==> src/rtl/wp_seq_detector.sv <==
module wp_seq_detector #(
  parameter int AW = 15,
  parameter int DW = 8,
  parameter int WIN_CYC = 7500,
  parameter logic [AW-1:0] ADR_A = 15'h5555,
  parameter logic [AW-1:0] ADR_B = 15'h2AAA
) (
  input  logic          clk,
  input  logic          rst_n,
  input  logic          ld_stb,
  input  logic [AW-1:0] ld_addr,
  input  logic [DW-1:0] ld_data,
  input  logic          prog_done,
  output logic          ld_store,
  output logic          ld_discard,
  output logic          prog_start,
  output logic          wp_on
);
  localparam int CW = $clog2(WIN_CYC + 1);
  localparam logic [CW-1:0] GAP_LAST = CW'(WIN_CYC - 1);

  typedef enum logic [2:0] {ST_IDLE, ST_S1, ST_S2, ST_UNLK, ST_D3, ST_D4, ST_D5} st_t;

  st_t st_q, st_d;
  logic [CW-1:0] gap_q;
  logic wp_q, pen_en_q, pen_dis_q;
  logic step, fin_en, fin_dis, data_ld;

  wire at_a  = ld_addr == ADR_A;
  wire at_b  = ld_addr == ADR_B;
  wire is_aa = at_a && ld_data == DW'(8'hAA);
  wire is_55 = at_b && ld_data == DW'(8'h55);
  wire is_a0 = at_a && ld_data == DW'(8'hA0);
  wire is_80 = at_a && ld_data == DW'(8'h80);
  wire is_20 = at_a && ld_data == DW'(8'h20);

  always_comb begin
    step = 1'b0;
    fin_en = 1'b0;
    fin_dis = 1'b0;
    st_d = st_q;
    case (st_q)
      ST_IDLE: if (is_aa) begin step = 1'b1; st_d = ST_S1; end
      ST_S1:   if (is_55) begin step = 1'b1; st_d = ST_S2; end
      ST_S2: begin
        if (is_a0) begin step = 1'b1; fin_en = 1'b1; st_d = ST_UNLK; end
        else if (is_80) begin step = 1'b1; st_d = ST_D3; end
      end
      ST_D3:   if (is_aa) begin step = 1'b1; st_d = ST_D4; end
      ST_D4:   if (is_55) begin step = 1'b1; st_d = ST_D5; end
      ST_D5:   if (is_20) begin step = 1'b1; fin_dis = 1'b1; st_d = ST_UNLK; end
      default: ;
    endcase
    if (!ld_stb) begin
      step = 1'b0;
      fin_en = 1'b0;
      fin_dis = 1'b0;
      st_d = st_q;
      if (st_q != ST_IDLE && gap_q == GAP_LAST) st_d = ST_IDLE;
    end else if (!step && st_q != ST_UNLK) begin
      st_d = ST_IDLE;
    end
    if (prog_done && st_q == ST_UNLK) st_d = ST_IDLE;
  end

  assign data_ld    = ld_stb && !step;
  assign ld_store   = data_ld && (st_q == ST_UNLK || !wp_q);
  assign ld_discard = data_ld && st_q != ST_UNLK && wp_q;
  assign prog_start = data_ld || fin_en || fin_dis;
  assign wp_on      = wp_q;

  always_ff @(posedge clk or negedge rst_n) begin
    if (!rst_n) begin
      st_q      <= ST_IDLE;
      gap_q     <= '0;
      wp_q      <= 1'b0;
      pen_en_q  <= 1'b0;
      pen_dis_q <= 1'b0;
    end else begin
      st_q <= st_d;
      if (ld_stb) gap_q <= '0;
      else if (gap_q != GAP_LAST) gap_q <= gap_q + 1'b1;
      pen_en_q  <= fin_en  || (pen_en_q  && !prog_done && !fin_dis);
      pen_dis_q <= fin_dis || (pen_dis_q && !prog_done && !fin_en);
      if (prog_done) begin
        if (pen_en_q) wp_q <= 1'b1;
        else if (pen_dis_q) wp_q <= 1'b0;
      end
    end
  end
endmodule

==> config.mk <==
export PLATFORM = sky130hd
export DESIGN_NAME = wp_seq_detector
export DESIGN_NICKNAME = d
export VERILOG_FILES = /design/src/rtl/wp_seq_detector.sv
export SDC_FILE = /design/constraint.sdc
export NUM_CORES = 1
export LEC_CHECK = 0
export ABC_AREA = 0
export BUFFER_PORTS_ARGS = -buffer_cell sky130_fd_sc_hd__buf_4
export CAP_MARGIN = 20
export CORE_AREA = 4 4 54 56
export CTS_CLUSTER_SIZE = 28
export DETAILED_ROUTE_END_ITERATION = 12
export DIE_AREA = 0 0 58 60
export PLACE_DENSITY = 0.78
export SLEW_MARGIN = 30
export SYNTH_ARGS = -nofsm -noshare
export SYNTH_HDL_FRONTEND = slang
export SYNTH_SLANG_ARGS = --single-unit
==> constraint.sdc <==
create_clock -name clk -period 2.3 [get_ports clk]
set_clock_uncertainty 0.1 [all_clocks]
set_input_delay 0.23 -clock clk [delete_from_list [all_inputs] [get_ports clk]]
set_output_delay 0.23 -clock clk [all_outputs]
set_load 0.02 [all_outputs]
# --- Word-level counts from Yosys, hierarchy flattened ---
# Index checks and enable logic that the tools add are counted.
classes:
  n_addsub: 1
  n_eq_ne: 23
  mux: 28
  n_reduce_logical: 36
op_table:
  columns: ["operator", "count"]
  rows:
  - ["3-bit 2-to-1 mux", 11]
  - ["13-bit 2-to-1 mux", 2]
  - ["5-bit inequality test (second input constant)", 5]
  - ["8-bit equality test (second input constant)", 3]
  - ["3-bit case mux with 6 select lines", 1]
  - ["1-bit logical AND", 16]
  - ["15-bit by 14-bit equality test with 1-bit output (second input constant)", 1]
  - ["15-bit equality test (second input constant)", 1]
  - ["13-bit by 1-bit adder with 13-bit output (second input constant)", 1]
  - ["13-bit equality test (second input constant)", 1]
  - ["1-bit 2-to-1 mux", 13]
  - ["13-bit inequality test (second input constant)", 1]
  - ["3-bit equality test (second input constant)", 3]
  - ["9-bit by 1-bit inequality test with 1-bit output (second input constant)", 1]
  - ["8-bit by 6-bit equality test with 1-bit output (second input constant)", 1]
  - ["8-bit by 7-bit equality test with 1-bit output (second input constant)", 1]
  - ["8-bit AND reduction", 1]
  - ["3-bit by 2-bit equality test with 1-bit output (second input constant)", 2]
  - ["1-bit logical NOT", 6]
  - ["6-bit inequality test (second input constant)", 1]
  - ["3-bit nonzero test", 2]
  - ["1-bit logical OR", 5]
  - ["1-bit case mux with 4 select lines", 1]
  - ["2-bit nonzero test", 2]
  - ["other kinds (5)", 6]
totals:
  register_bits: 19
  in_bits: 27
  output_inout_bits: 4
  word_cells: 93

# --- Logic depth before layout (Yosys ltp) ---
logic_depth:
  ltp_word: 10
  depth_mapped: 7

# --- Worst setup path before layout ---
# Ideal clock, no wire load.
synth_timing:
  path_kind: "register -> output"
  from: "reg st_q[1]"
  to: "out ld_store"
  t_arrival_ns: 1.516
  t_required_ns: 1.970
  setup_slack_ns: 0.454
  path_stages_with_launch: 7
  path_cell_list: "dfrtp_1 and4bb_2 nand4_1 nor4_1 a21oi_1 nand2_1 a21oi_1"
synth_via:
  elab_chain_cells: 7
synth_lines:
  columns: ["item", "line_no", "source"]
  rows:
  - ["start, declared", "24", "st_t st_q, st_d;"]
  - ["start signal, assigned", "80", "st_q <= st_d;"]
  - ["3-bit equality test, or another cell as far along", "42", "case (st_q)"]
  - ["2-bit OR reduction (no source line)", null, null]
  - ["1-bit case mux with 4 select lines", "42", null]
  - ["1-bit 2-to-1 mux", "54", "if (!ld_stb) begin"]
  - ["1-bit logical NOT", "66", "assign data_ld = ld_stb && !step;"]
  - ["1-bit logical AND", "66", null]
  - ["1-bit logical AND *", "67", "assign ld_store = data_ld && (st_q == ST_UNLK || !wp_q);"]
  - ["end, declared", "14", "output logic ld_store,"]
# Mark *: on every way between the ends. The rest lies on a longest branch, timed or not.

# --- Worst setup path in the final report ---
layout_timing:
  from: "reg st_q[1]"
  to: "out prog_start"
layout_via:
  elab_chain_cells: 8
layout_lines:
  columns: ["item", "line_no", "source"]
  rows:
  - ["3-bit equality test, or another cell as far along", "42", null]
  - ["2-bit OR reduction (no source line)", null, null]
  - ["1-bit case mux with 4 select lines", "42", null]
  - ["1-bit 2-to-1 mux", "54", null]
  - ["1-bit logical NOT", "66", null]
  - ["1-bit logical AND", "66", null]
  - ["1-bit logical OR", "69", "assign prog_start = data_ld || fin_en || fin_dis;"]
  - ["1-bit logical OR *", "69", null]
  - ["end, declared", "16", "output logic prog_start,"]
# Marked as above.

==> results_dict.tcl <==
set metrics [dict create \
    hold_end "wp_on" \
    core_mm2 0.002432 \
    num_rows 18 \
    clock_latency_ns 0.29 \
    grt_max_degree 20 \
    clkSinkCount 19 \
    wl_per_cell_um 13.90 \
    drt_pass1_iterations 5 \
    cp_top_family "simple AND/OR/NAND/NOR gates" \
    cts_buffers 3 \
    hold_depth 2 \
    power.leakage_uw 0.0006747 \
    ios 31 \
    ctsHtreeMaxLevel 1 \
    cap_violations 0 \
    worst_pin_slew_ns 0.4251 \
    crit-reg2reg-capture "st_q[2]" \
    ys_seq_area_frac 0.3954 \
    ys_warn_count 0 \
    async_reset_ff_frac 1.000 \
    layout_common_cells "buf_4 (34), nor2_1 (21), dfrtp_1 (17)" \
    wl_um 2821 \
    syn-num-nets 164 \
    fin_crit_sh 0.9620 \
    nets 202 \
    synthFlopType "dfrtp_1" \
    hold_viol_final 0 \
    cts_root_buf "clkbuf_4" \
    synth_edf_count 0 \
    diodes 0 \
    cts.path.max_buffers 2 \
    die_h_um 60 \
    clockPowerShare 0.278 \
    start_kind "register" \
    synth_seq_cells 19 \
    antenna_found_initial 0 \
    max_freq_ghz 0.4520 \
    dp_hpwl_um 2204 \
    grt_pass1_wl_um 4657 \
    setup_viol 0 \
    holdWs_ns 0.09200 \
    power.density_mw_per_mm2 386.5 \
    critPathKind "reg2out" \
    final_common_cell "buf_4" \
    start_util 0.4943 \
    grt_pass1_vias 1096 \
    arrival_ns 1.88 \
    finish.utilization 0.6332 \
    netlist_instances 136 \
    vias_per_cell 5.552 \
    vdd_ir_drop_max_v 0.0002818 \
    pwr-share-comb 0.148 \
    netlist_area_mm2 0.001202 \
    overflow 0 \
    worstPathMaxFanout 3 \
    grt_use_total 0.1725 \
    place_congestion 0.8536 \
    synth.avg_cell_area_um2 8.841 \
    critPathBufInv 1 \
    fillers 209 \
    synth.top_cell.area_share 0.3954 \
    slowest_stage "dfrtp_2" \
    die_area_mm2 0.003480 \
    hp-class "in2reg" \
    swShare 0.2461 \
    period_minus_slack_ns 2.213 \
    synthDistinctLibCells 41 \
    synth_top_area_cell "dfrtp_1" \
    worstReg2RegStart "st_q[1]" \
    ff2ff_path_depth 7 \
    clk_pin_slew_ns 0.11 \
    outcome "completed" \
    crit_path_start "st_q[1]" \
    seqPwrFrac 0.574 \
    p_int_uw 448.7 \
    drv_slew 0 \
    num_vias 1127 \
    io_buffer_count 30 \
    cts_tree "built" \
    drc_errors 0 \
    drtIter0Drc 37 \
    critPathMaxStageDelay_ns 0.42 \
    rrSetupSlack_ns 0.32 \
    area_delta_synth_final_pct 28.10 \
    die_w_um 58 \
    cp-end-kind "primary output" \
    crit_path_cell_trace "and4bb_2 > nand4_1 > nor4_2 > a21oi_2 > nand2_2 > nand3_1 > buf_4" \
    slew_headroom 0.7145 \
    synth_area_leaders "dfrtp_1 (40%), nor2_1 (6.6%), xor2_1 (5.1%), nand2_1 (4.4%), nand3_1 (4.2%)" \
    p_sw_uw 146.5 \
    hold_start "prog_done" \
    ant_nets 0 \
    drive_gt1_frac 0.3064 \
    worst_ep_required_time_ns 1.97 \
]
[cells by family (layout without fill, tap and decap cells)]
kind of cell	Yosys count	in the layout	synth area share
muxes	2	2	0.01665
adders and majority gates	1	1	0.01040
and+or+nand+nor	82	82	0.4027
xor gates and xnor gates	9	9	0.06556
buffers and inverters	5	42	0.01560
AOI/OAI and AO/OA	18	18	0.09365
DFF	19	19	0.3954
[stage by stage]
| stage | worst slack (ns) | area [um2] | cells | TNS (ns) | power (uW) |
|---|---|---|---|---|---|
| floorplan | 0.4542 | 1202 | 136 | 0 | 379.5 |
| global placement | 0.2763 | 1458 | 194 | 0 | 431.7 |
| detailed placement | 0.3010 | 1458 | 194 | 0 | 434.7 |
| finish | 0.08738 | 1540 | 203 | 0 | 595.2 |
| CTS | 0.1303 | 1506 | 199 | 0 | 602.1 |
| global route | -0.0002756 | 1540 | 203 | -0.0002756 | 622.0 |
[worst reg2reg max path, stage by stage (launching register included)]
cell and delay, ns:
dfrtp_2 0.42, and4bb_2 0.29, nand4_1 0.11, nor4_2 0.35, a21oi_2 0.09, buf_4 0.16, a311oi_1 0.24, o22a_1 0.17
[area by class of cell]
type	count	area [um2]	share of cell area
multi-input cells	112	720.7	0.4679
flip-flops and latches	19	478.0	0.3103
well taps	30	37.54	0.02437
clock buffers	3	22.52	0.01462
inverters	3	11.26	0.007311
repair buffers	35	265.3	0.1722
clock inverters	1	5.005	0.003249
[cells in the mapped netlist (2+ instances only)]
cell      number
nand4_1        6
and4bb_2       3
nand2b_1       2
mux2i_1        2
nand3_1       10
nor2_1        21
a21oi_1        5
nand4b_1       3
inv_1          3
nand2_1       14
nor3_1         3
xor2_1         7
dfrtp_1       19
nand3b_1       3
o22ai_1        2
xnor2_1        2
or3_1          2
or2_2          2
o21ai_0        5
[sequential cells by signal, summed over array words and instances (netlist names)]
signal / flops
wp_on: 1
pen_dis_q: 1
st_q: 3
gap_q: 13
pen_en_q: 1
[metal layers]
metal	wire length, um	track usage	part of all wire	vias to the layer above
met3	90	0.01512	0.032	2
li1	-	-	-	569
met1	1164	0.1978	0.41	534
met2	1542	0.3258	0.55	22
met4	25	0.07285	0.0089	0
met5	0	0	0	-
[power by group through the flow]
stage               sequential, uW  combinational (uW)  clock (uW)
global route                   343                97.5         182
finish                         342                88.2         165
CTS                            342                88.2         172
detailed placement             348                86.3           0
global placement               348                83.5           0
floorplan                      348                31.7           0
[how the worst max path moves through the flow]
stage | end | cells after the start
final | prog_start | 7
after floorplan | ld_store | 6
after CTS | prog_start | 7
after global placement | prog_start | 7
after global routing | prog_start | 7
after detailed placement | prog_start | 7
[repair_timing]
item / in CTS / in global routing
hold buffers: 1 / 0
resized for setup: 3 / 2
endpoints found under the hold margin: 19 / 0
pin swaps: 1 / 1
cloned: 0 / 0
setup buffers: 0 / 4
setup endpoints to repair: 3 / 1
(Power assumes the default switching activity.)
